===== src/rtl/cosport_pkg.sv =====
package cosport_pkg;
  localparam int NUM_GROUPS = 6;
  localparam int GROUP_W    = 8;
  localparam int NUM_LINES  = NUM_GROUPS * GROUP_W;
  localparam int ADDR_W     = 3;
  localparam int DATA_W     = 8;
  localparam int IDX_W      = $clog2(NUM_GROUPS);

  localparam logic [ADDR_W-1:0] OFS_GAP  = 3'd3;
  localparam logic [ADDR_W-1:0] OFS_CTRL = 3'd7;

  typedef struct packed {
    logic             selGroup;
    logic [IDX_W-1:0] groupIdx;
    logic             selStatus;
    logic             wrEnable;
    logic             clrFlags;
  } cosStrobe_t;

  // group offsets skip the gap address
  function automatic logic [IDX_W-1:0] ofsToGroup(input logic [ADDR_W-1:0] ofs);
    logic [ADDR_W-1:0] idx;
    idx = (ofs > OFS_GAP) ? ofs - 3'd1 : ofs;
    return idx[IDX_W-1:0];
  endfunction
endpackage


===== src/rtl/cos_datapath.sv =====
module cos_datapath
  import cosport_pkg::*;
#(
  parameter int SYNC_STAGES = 2
) (
  input  logic                  clk,
  input  logic                  rstN,
  input  logic [NUM_LINES-1:0]  lineIn,
  input  cosStrobe_t            strobe,
  input  logic [DATA_W-1:0]     statusByte,
  output logic [NUM_GROUPS-1:0] groupEdge,
  output logic [DATA_W-1:0]     rdData
);
  logic [NUM_LINES-1:0] syncStage [SYNC_STAGES];
  logic [NUM_LINES-1:0] syncLines;
  logic [NUM_LINES-1:0] prevLines;
  logic [NUM_LINES-1:0] lineEdge;

  generate
    for (genvar s = 0; s < SYNC_STAGES; s++) begin : g_sync
      always_ff @(posedge clk) begin
        if (!rstN) syncStage[s] <= '0;
        else if (s == 0) syncStage[s] <= lineIn;
        else syncStage[s] <= syncStage[(s == 0) ? 0 : s-1];
      end
    end
  endgenerate

  assign syncLines = syncStage[SYNC_STAGES-1];

  always_ff @(posedge clk) begin
    if (!rstN) prevLines <= '0;
    else prevLines <= syncLines;
  end

  // both edges: any difference from last clock
  assign lineEdge = syncLines ^ prevLines;

  generate
    for (genvar g = 0; g < NUM_GROUPS; g++) begin : g_edge
      assign groupEdge[g] = |lineEdge[g*GROUP_W +: GROUP_W];
    end
  endgenerate

  always_comb begin
    rdData = '0;
    if (strobe.selGroup)
      rdData = syncLines[int'(strobe.groupIdx)*GROUP_W +: GROUP_W];
    else if (strobe.selStatus)
      rdData = statusByte;
  end

  // control must never select a group beyond the last one
  p_group_idx_range_r2: assert property (@(posedge clk) disable iff (!rstN)
    strobe.selGroup |-> (int'(strobe.groupIdx) < NUM_GROUPS));

  // the status byte handed in keeps bit 7 low
  p_status_top_zero_r9: assert property (@(posedge clk) disable iff (!rstN)
    strobe.selStatus |-> (rdData[7] == 1'b0));
endmodule


===== src/rtl/cos_control.sv =====
module cos_control
  import cosport_pkg::*;
(
  input  logic                  clk,
  input  logic                  rstN,
  input  logic [ADDR_W-1:0]     busAddr,
  input  logic                  busWrEn,
  input  logic                  busRdEn,
  input  logic [DATA_W-1:0]     busWrData,
  input  logic [NUM_GROUPS-1:0] groupEdge,
  output cosStrobe_t            strobe,
  output logic [DATA_W-1:0]     statusByte,
  output logic                  irqOut
);
  logic [NUM_GROUPS-1:0] enReg;
  logic [NUM_GROUPS-1:0] enNext;
  logic [NUM_GROUPS-1:0] flags;
  logic [NUM_GROUPS-1:0] flagsNext;
  logic [NUM_GROUPS-1:0] liveEdge;

  always_comb begin
    strobe = '0;
    if (busAddr == OFS_CTRL) begin
      strobe.selStatus = 1'b1;
      strobe.wrEnable  = busWrEn;
      strobe.clrFlags  = busRdEn;
    end else if (busAddr != OFS_GAP) begin
      strobe.selGroup = 1'b1;
      strobe.groupIdx = ofsToGroup(busAddr);
    end
  end

  assign liveEdge  = groupEdge & enReg;
  assign enNext    = strobe.wrEnable ? busWrData[NUM_GROUPS-1:0] : enReg;
  // new edges merge into the cleared set; disabled groups drop at once
  assign flagsNext = ((strobe.clrFlags ? '0 : flags) | liveEdge) & enNext;

  always_ff @(posedge clk) begin
    if (!rstN) begin
      enReg <= '0;
      flags <= '0;
    end else begin
      enReg <= enNext;
      flags <= flagsNext;
    end
  end

  assign irqOut     = |flags;
  assign statusByte = {1'b0, ~irqOut, flags};

  p_wr_loads_enable_r4: assert property (@(posedge clk) disable iff (!rstN)
    strobe.wrEnable |=> (enReg == $past(busWrData[NUM_GROUPS-1:0])));

  p_edge_latches_r5: assert property (@(posedge clk) disable iff (!rstN)
    ((|liveEdge) && !strobe.wrEnable) |=> ((flags & $past(liveEdge)) == $past(liveEdge)));

  p_disabled_no_flag_r6: assert property (@(posedge clk) disable iff (!rstN)
    ((flags & ~enReg) == '0));

  p_read_clears_r7: assert property (@(posedge clk) disable iff (!rstN)
    strobe.clrFlags |=> (flags == ($past(liveEdge) & enReg)));

  p_disable_clears_r8: assert property (@(posedge clk) disable iff (!rstN)
    strobe.wrEnable |=> ((flags & ~$past(busWrData[NUM_GROUPS-1:0])) == '0));

  p_irq_holds_r10: assert property (@(posedge clk) disable iff (!rstN)
    (irqOut && !strobe.clrFlags && !strobe.wrEnable) |=> irqOut);
endmodule


===== src/rtl/cos_input_port.sv =====
module cos_input_port
  import cosport_pkg::*;
#(
  parameter int SYNC_STAGES = 2
) (
  input  logic        clk,
  input  logic        rstN,
  input  logic [2:0]  busAddr,
  input  logic        busWrEn,
  input  logic        busRdEn,
  input  logic [7:0]  busWrData,
  output logic [7:0]  busRdData,
  input  logic [47:0] lineIn,
  output logic        irqOut
);
  cosStrobe_t            strobe;
  logic [DATA_W-1:0]     statusByte;
  logic [NUM_GROUPS-1:0] groupEdge;

  cos_control i_control (
    .clk        (clk),
    .rstN       (rstN),
    .busAddr    (busAddr),
    .busWrEn    (busWrEn),
    .busRdEn    (busRdEn),
    .busWrData  (busWrData),
    .groupEdge  (groupEdge),
    .strobe     (strobe),
    .statusByte (statusByte),
    .irqOut     (irqOut)
  );

  cos_datapath #(.SYNC_STAGES(SYNC_STAGES)) i_datapath (
    .clk        (clk),
    .rstN       (rstN),
    .lineIn     (lineIn),
    .strobe     (strobe),
    .statusByte (statusByte),
    .groupEdge  (groupEdge),
    .rdData     (busRdData)
  );
endmodule


===== config.mk =====
export PLATFORM = sky130hd
export DESIGN_NAME = cos_input_port
export DESIGN_NICKNAME = d
export VERILOG_FILES = /design/src/rtl/cosport_pkg.sv /design/src/rtl/cos_datapath.sv /design/src/rtl/cos_control.sv /design/src/rtl/cos_input_port.sv
export SDC_FILE = /design/constraint.sdc
export NUM_CORES = 1
export LEC_CHECK = 0
export ABC_AREA = 1
export BUFFER_PORTS_ARGS = -buffer_cell sky130_fd_sc_hd__buf_2
export CAP_MARGIN = 20
export CORE_UTILIZATION = 35
export CTS_CLUSTER_DIAMETER = 120
export DETAILED_ROUTE_END_ITERATION = 8
export PLACE_DENSITY_LB_ADDON = 0.3
export SLEW_MARGIN = 5
export SYNTH_ARGS = -nofsm -noshare
export SYNTH_HDL_FRONTEND = slang
export SYNTH_SLANG_ARGS = --single-unit
export TNS_END_PERCENT = 100

===== constraint.sdc =====
create_clock -name clk -period 1.6 [get_ports clk]
set_input_delay 0.08 -clock clk [delete_from_list [all_inputs] [get_ports clk]]
set_output_delay 0.08 -clock clk [all_outputs]
set_load 0.01 [all_outputs]

==> results.json, run 1 <==
{
  "wire_per_inst_um": 9.77,
  "synth_common_cells": "nand2_1 (293), inv_1 (171), dfxtp_1 (156)",
  "syn_area_per_cell_um2": 7.40,
  "avgViaCountPerCell": 4.06,
  "worst_r2r_path_depth": 7,
  "synthAdderAreaFrac_pct": 0.426,
  "wirelength_mm": 11.5,
  "cp.depth": 14,
  "async_flop_share_pct": 0,
  "grt_overflow": 0,
  "row_count": 46,
  "layout.nets": 1008,
  "critical_path.cell_chain": "buf_6 -> ha_4 -> nor2_4 -> nand2_4 -> clkbuf_16 -> nand2_1 -> nand2_1 -> nand2_1 -> nand2_1 -> nand2_1 -> nand2_1 -> nand2_1 -> nand2_1 -> buf_2",
  "cts.clk_slew.worst_paths_ns": 0.05,
  "route.detailed.drc": 0,
  "path_buf_inv": 3,
  "synth-edff-count": 0,
  "min_path_type": "in2reg",
  "cts_buffers": 17,
  "clock_skew_ns": 0.00674,
  "drt_iter0_drc": 208,
  "cts_max_path_buffers": 2,
  "synth_fp_nets": 859,
  "htreeDepth": 4,
  "worst_ep_required_time_ns": 1.52,
  "grt_start_max_net_pins": 47,
  "period_needed_ns": 1.53,
  "numPortBuffers": 69,
  "cts-root-buf": "clkbuf_16",
  "grt_pass1_wl_mm": 19.6,
  "vias": 4757,
  "synth_compound_area_share_pct": 2.15,
  "io_pins": 72,
  "p_per_area_nw_per_um2": 1140,
  "synthSimpleGateAreaFrac_pct": 27.0,
  "placed_area_um2": 6590,
  "yosysSeqAreaShare_pct": 53.2,
  "cp_max_fo": 8,
  "fp.dieH_um": 132,
  "synthMostInstantiatedCell": "nand2_1",
  "synth_top_cell_by_area": "dfxtp_1",
  "dp_hpwl_mm": 7.68,
  "finalPower_uw": 9070,
  "gp_congestion": 0.814,
  "synth-xor-area-share_pct": 4.47,
  "ys.flop_type": "dfxtp_1",
  "syn_to_final_growth_pct": 36.0,
  "synthesis.area_um2": 5870,
  "timing.final.ws_setup_ns": 0.0723,
  "netlist_instances": 794,
  "synth_top_family_by_area": "simple AND/OR/NAND/NOR gates",
  "rr_startpoint": "i_datapath.syncStage[1][23]$_SDFF_PN0_",
  "hold_viol_final": 0,
  "crit_top_cell": "nand2_1",
  "end_kind": "primary output",
  "setup_viol": 0,
  "max_cap_violations": 0,
  "crit_path_top_delay_cell": "ha_4",
  "startpoint": "busAddr[1]",
  "die_w_um": 132,
  "cts_tree": "done",
  "antenna_found_initial": 1,
  "fin_util_pct": 49.6,
  "finalSetupTns_ns": 0,
  "place_ws_ns": -0.0118,
  "die_area_um2": 17300,
  "grt.total_usage_pct": 14.2,
  "coreArea_um2": 16100,
  "grt_pass1_vias": 4507,
  "slew_violations": 0,
  "status": "finished clean",
  "grt_setup_unrepaired": "true",
  "maxSlewHeadroom_pct": 78.9,
  "crit_path_max_incr_delay_ns": 0.18,
  "drt-pass1-iter-count": 4,
  "leakagePower_uw": 0.00457,
  "whs_path_depth": 3,
  "cp.arrival_ns": 1.45,
  "worst_pin_slew_ns": 0.316,
  "start_kind": "input pin",
  "post_route_cells_drive_above_1_share_pct": 21.3,
  "max-vdd-ir-drop_mv": 0.695,
  "initial_utilization_pct": 36.4,
  "synth-seq-cells": 156,
  "ant_nets": 0,
  "path_delay_family": "simple AND/OR/NAND/NOR gates",
  "finalCritPeriodShare_pct": 95.5,
  "synthMuxAreaShare_pct": 0,
  "final_cell_area_um2": 7990,
  "insertion_delay_ns": 0.41,
  "crit_type": "in2out",
  "ys_types": 26,
  "ys_top_cells_by_area": "dfxtp_1 (53%), nand2_1 (19%), inv_1 (11%)",
  "yosysWarningCount": 0,
  "fmax_ghz": 0.655,
  "cts_sinks": 156,
  "yosysTopAreaCellShare_pct": 53.2,
  "min_from": "rstN"
}
kinds of logic (layout without fill, tap and decap cells):
kind of cell    count (synthesis)  in the layout
compound gates                 22             22
xor+xnor                       30             30
fa+ha+maj                       2              2
buf+inv                       197            359
flops                         156            156
other cells                     0              1
simple gates                  387            387
flip-flops by register name (all words and copies together), names as in the netlist:
| signal | cells |
|---|---|
| i_control.flags | 6 |
| i_datapath.prevLines | 48 |
| i_datapath.syncStage | 96 |
| i_control.enReg | 6 |
metrics by stage:
step / std cells / hold slack, ns
after detailed placement: 1077 / 0.263
after global routing: 1172 / 0.0545
after global placement: 1077 / 0.262
after floorplan: 794 / 0.178
after CTS: 1163 / 0.0366
final: 1173 / 0.0531
worst min-delay path: cells and delay by family:
| kind | cells | cell delay, ns |
|---|---|---|
| AND/OR/NAND/NOR | 1 | 0.09 |
| buffers and inverters | 2 | 0.25 |
metal layers:
metal / up-vias / GRT usage, % / part of all wire (%)
met1: 2087 / 17.4 / 49
met4: 0 / 5.30 / 0.94
met5: - / 0 / 0
met2: 83 / 23.0 / 46
li1: 2580 / - / -
met3: 7 / 4.55 / 4.7
final cells by class:
cell class	instances	area, um^2
Antenna cell	1	2.50
Tap cell	216	270
Inverter	177	669
Sequential cell	156	3160
Clock buffer	19	453
Multi-Input combinational cell	441	2090
Clock inverter	13	165
Fill cell	1577	8130
Timing Repair Buffer	150	1180
path summary, 6_finish.rpt:
kind | to | slack (ns)
setup / recovery | busRdData[0] | 0.07
hold / removal | i_datapath.syncStage[1][3]$_SDFF_PN0_ | 0.05
setup reg to reg | i_control.flags[2]$_SDFF_PN0_ | 0.43
hold reg to reg | i_datapath.syncStage[1][25]$_SDFF_PN0_ | 0.41
power breakdown:
group | total [uW] | switching, uW | internal, uW
sequential | 4120 | 78.7 | 4040
clock | 4070 | 1530 | 2540
combinational | 878 | 443 | 435
total | 9070 | 2050 | 7020
cell usage in the layout, fill, tap and decap left out, types with 2 or more instances in the layout:
master	count
buf_4	22
nor2_4	3
nand3_1	32
a21oi_1	3
nand2_2	8
buf_6	4
xor2_1	4
ha_4	2
inv_4	2
clkinv_2	3
o21ai_0	10
a21boi_1	4
clkbuf_8	2
dfxtp_1	130
nor3_1	2
or2_2	15
nand3b_1	3
inv_1	165
dfxtp_2	25
xnor2_1	26
nand3_2	6
inv_2	10
clkbuf_16	18
o21ai_1	2
buf_2	65
nor2_1	28
clkinv_4	5
buf_12	4
dlygate4sd3_1	54
bufinv_16	3
nand2_1	287
repair_timing:
item / 4_1_cts / 5_1_grt
pin swaps: 0 / 32
resized for setup: 1 / 60
endpoints found under the hold margin: 54 / 0
endpoints found under the setup margin: 6 / 8
buffers inserted: 0 / 8
cloned: 0 / 1
hold buffers: 54 / 0
Power figures use the tool's default switching activity.
==> inputs of run 2 (changes only) <==
CTS_BUF_LIST = sky130_fd_sc_hd__clkbuf_16   (was unset)
==> run 2 against run 1 <==
Effect of this change:
- register-to-register slack worse by 0.02 ns
- critical path depth down 5
- sequential power about the same
- clock skew up 0.013 ns
- clock power down 2%
- global-route usage about the same
- routed wire length up 0.12%
- critical path type is now reg2out
- critical endpoint unchanged
==> results.json, run 2 (synthesis results as in run 1) <==
{
  "status": "finished clean",
  "worst_ep_required_time_ns": 1.52,
  "drt_iter0_drc": 213,
  "maxSlewHeadroom_pct": 78.7,
  "clock_skew_ns": 0.0201,
  "wl_met2_mm": 5.29,
  "hold_viol_final": 0,
  "initial_utilization_pct": 36.4,
  "die_w_um": 132,
  "io_pins": 72,
  "avgViaCountPerCell": 4.04,
  "cp_max_fo": 3,
  "met3_length_um": 571,
  "grt_pass1_vias": 4501,
  "crit_path_top_delay_cell": "dfxtp_2",
  "finalCritPeriodShare_pct": 95.9,
  "wirelength_mm": 11.5,
  "critical_path.cell_chain": "nand3_2 -> nand2_1 -> nand2_1 -> nand2_1 -> nand2_1 -> nand2_1 -> nand2_1 -> nand2_1 -> buf_2",
  "highest-signal-layer": "met4",
  "cts-root-buf": "clkbuf_16",
  "fill_cells": 1576,
  "cp.arrival_ns": 1.46,
  "numPortBuffers": 69,
  "path_buf_inv": 1,
  "reg_top3": "i_datapath.syncStage x96, i_datapath.prevLines x48",
  "cts_sinks": 156,
  "start_kind": "register",
  "row_count": 46,
  "max_cap_violations": 0,
  "final_cell_area_um2": 7970,
  "period_needed_ns": 1.54,
  "wire_per_inst_um": 9.79,
  "path_delay_family": "simple AND/OR/NAND/NOR gates",
  "coreArea_um2": 16100,
  "crit_type": "reg2out",
  "min_path_type": "in2reg",
  "max-vdd-ir-drop_mv": 0.693,
  "layout.nets": 1008,
  "setup_viol": 0,
  "fp.dieH_um": 132,
  "end_kind": "primary output",
  "grt.total_usage_pct": 14.2,
  "placed_area_um2": 6590,
  "post_route_cells_drive_above_1_share_pct": 21.1,
  "cts_max_path_buffers": 2,
  "antenna_found_initial": 1,
  "drt-pass1-iter-count": 4,
  "grt_overflow": 0,
  "fin_util_pct": 49.4,
  "cts_tree": "done",
  "finalSetupTns_ns": 0,
  "hold_slack_ns": 0.0441,
  "worst_pin_slew_ns": 0.320,
  "crit_path_max_incr_delay_ns": 0.36,
  "wl_met1_mm": 5.56,
  "final_common_cell": "nand2_1",
  "ant_nets": 0,
  "route.detailed.drc": 0,
  "crit_top_cell": "nand2_1",
  "syn_to_final_growth_pct": 35.6,
  "slew_violations": 0,
  "most-common-layout-cells": "nand2_1 (287), inv_1 (165), dfxtp_1 (130)",
  "p_per_area_nw_per_um2": 1130,
  "htreeDepth": 4,
  "dp_hpwl_mm": 7.68,
  "insertion_delay_ns": 0.43,
  "vias": 4739,
  "cts.clk_slew.worst_paths_ns": 0.06,
  "grt_setup_unrepaired": "true",
  "grt_pass1_wl_mm": 19.6,
  "regMostFlops": "i_datapath.syncStage",
  "fmax_ghz": 0.651,
  "gp_congestion": 0.814,
  "largest_reg_flops": 96,
  "cts_buffers": 17,
  "die_area_um2": 17300,
  "grt_start_max_net_pins": 47,
  "leakagePower_uw": 0.00456
}
==> run 2: layer usage <==
layer / vias up / GRT usage, %
li1: 2579 / -
met1: 2075 / 17.4
met2: 83 / 23.0
met3: 2 / 4.55
met4: 0 / 5.30
met5: - / 0
==> run 2: layout make-up <==
class	instances	area, um^2	share of cell area (%)
Inverter	177	669	8.40
Antenna cell	1	2.50	0.0314
Sequential cell	156	3160	39.6
Multi-Input combinational cell	441	2090	26.2
Tap cell	216	270	3.39
Timing Repair Buffer	150	1180	14.8
Clock buffer	17	425	5.34
Clock inverter	15	173	2.17
==> run 2: path summary, 6_finish.rpt <==
| kind | from | to | slack, ns | cells after the start |
|---|---|---|---|---|
| setup / recovery | i_datapath.syncStage[1][24]$_SDFF_PN0_ | busRdData[0] | 0.06 | 9 |
| hold reg to reg | i_datapath.syncStage[0][25]$_SDFF_PN0_ | i_datapath.syncStage[1][25]$_SDFF_PN0_ | 0.41 | 2 |
| setup reg to reg | i_datapath.syncStage[1][23]$_SDFF_PN0_ | i_control.flags[2]$_SDFF_PN0_ | 0.41 | 7 |
| hold / removal | rstN | i_datapath.syncStage[1][3]$_SDFF_PN0_ | 0.04 | 3 |
==> run 2: power by group <==
part	switching (uW)	internal (uW)	leakage, uW	total, uW
combinational	443	435	0.00297	877
sequential	78.6	4040	0.00129	4120
clock	1530	2450	0.000292	3970
==> run 2: timing repair <==
item | 4_1_cts | 5_1_grt
hold buffers | 54 | 0
setup buffers | 0 | 8
setup endpoints to repair | 6 | 8
gates cloned | 0 | 1
pin swaps | 0 | 32
resized for setup | 1 | 60
endpoints found under the hold margin | 54 | 0
==> run 2: per-stage QoR <==
stage                     std cells  total power (uW)  worst slack, ns
final                          1173              8970           0.0648
after CTS                      1163              9020          0.00717
after global placement         1077              4910          0.00778
after floorplan                 794              4640            0.253
after detailed placement       1077              4920          -0.0118
after global routing           1172              9410          -0.0638
==> run 2: worst reg2reg max path: stages, from the launching register on <==
cell and delay, ns:
dfxtp_1 0.38, inv_1 0.07, or2_2 0.27, nand3_1 0.08, nor2_1 0.05, nand2_1 0.10, nand2_1 0.07, a21oi_1 0.11
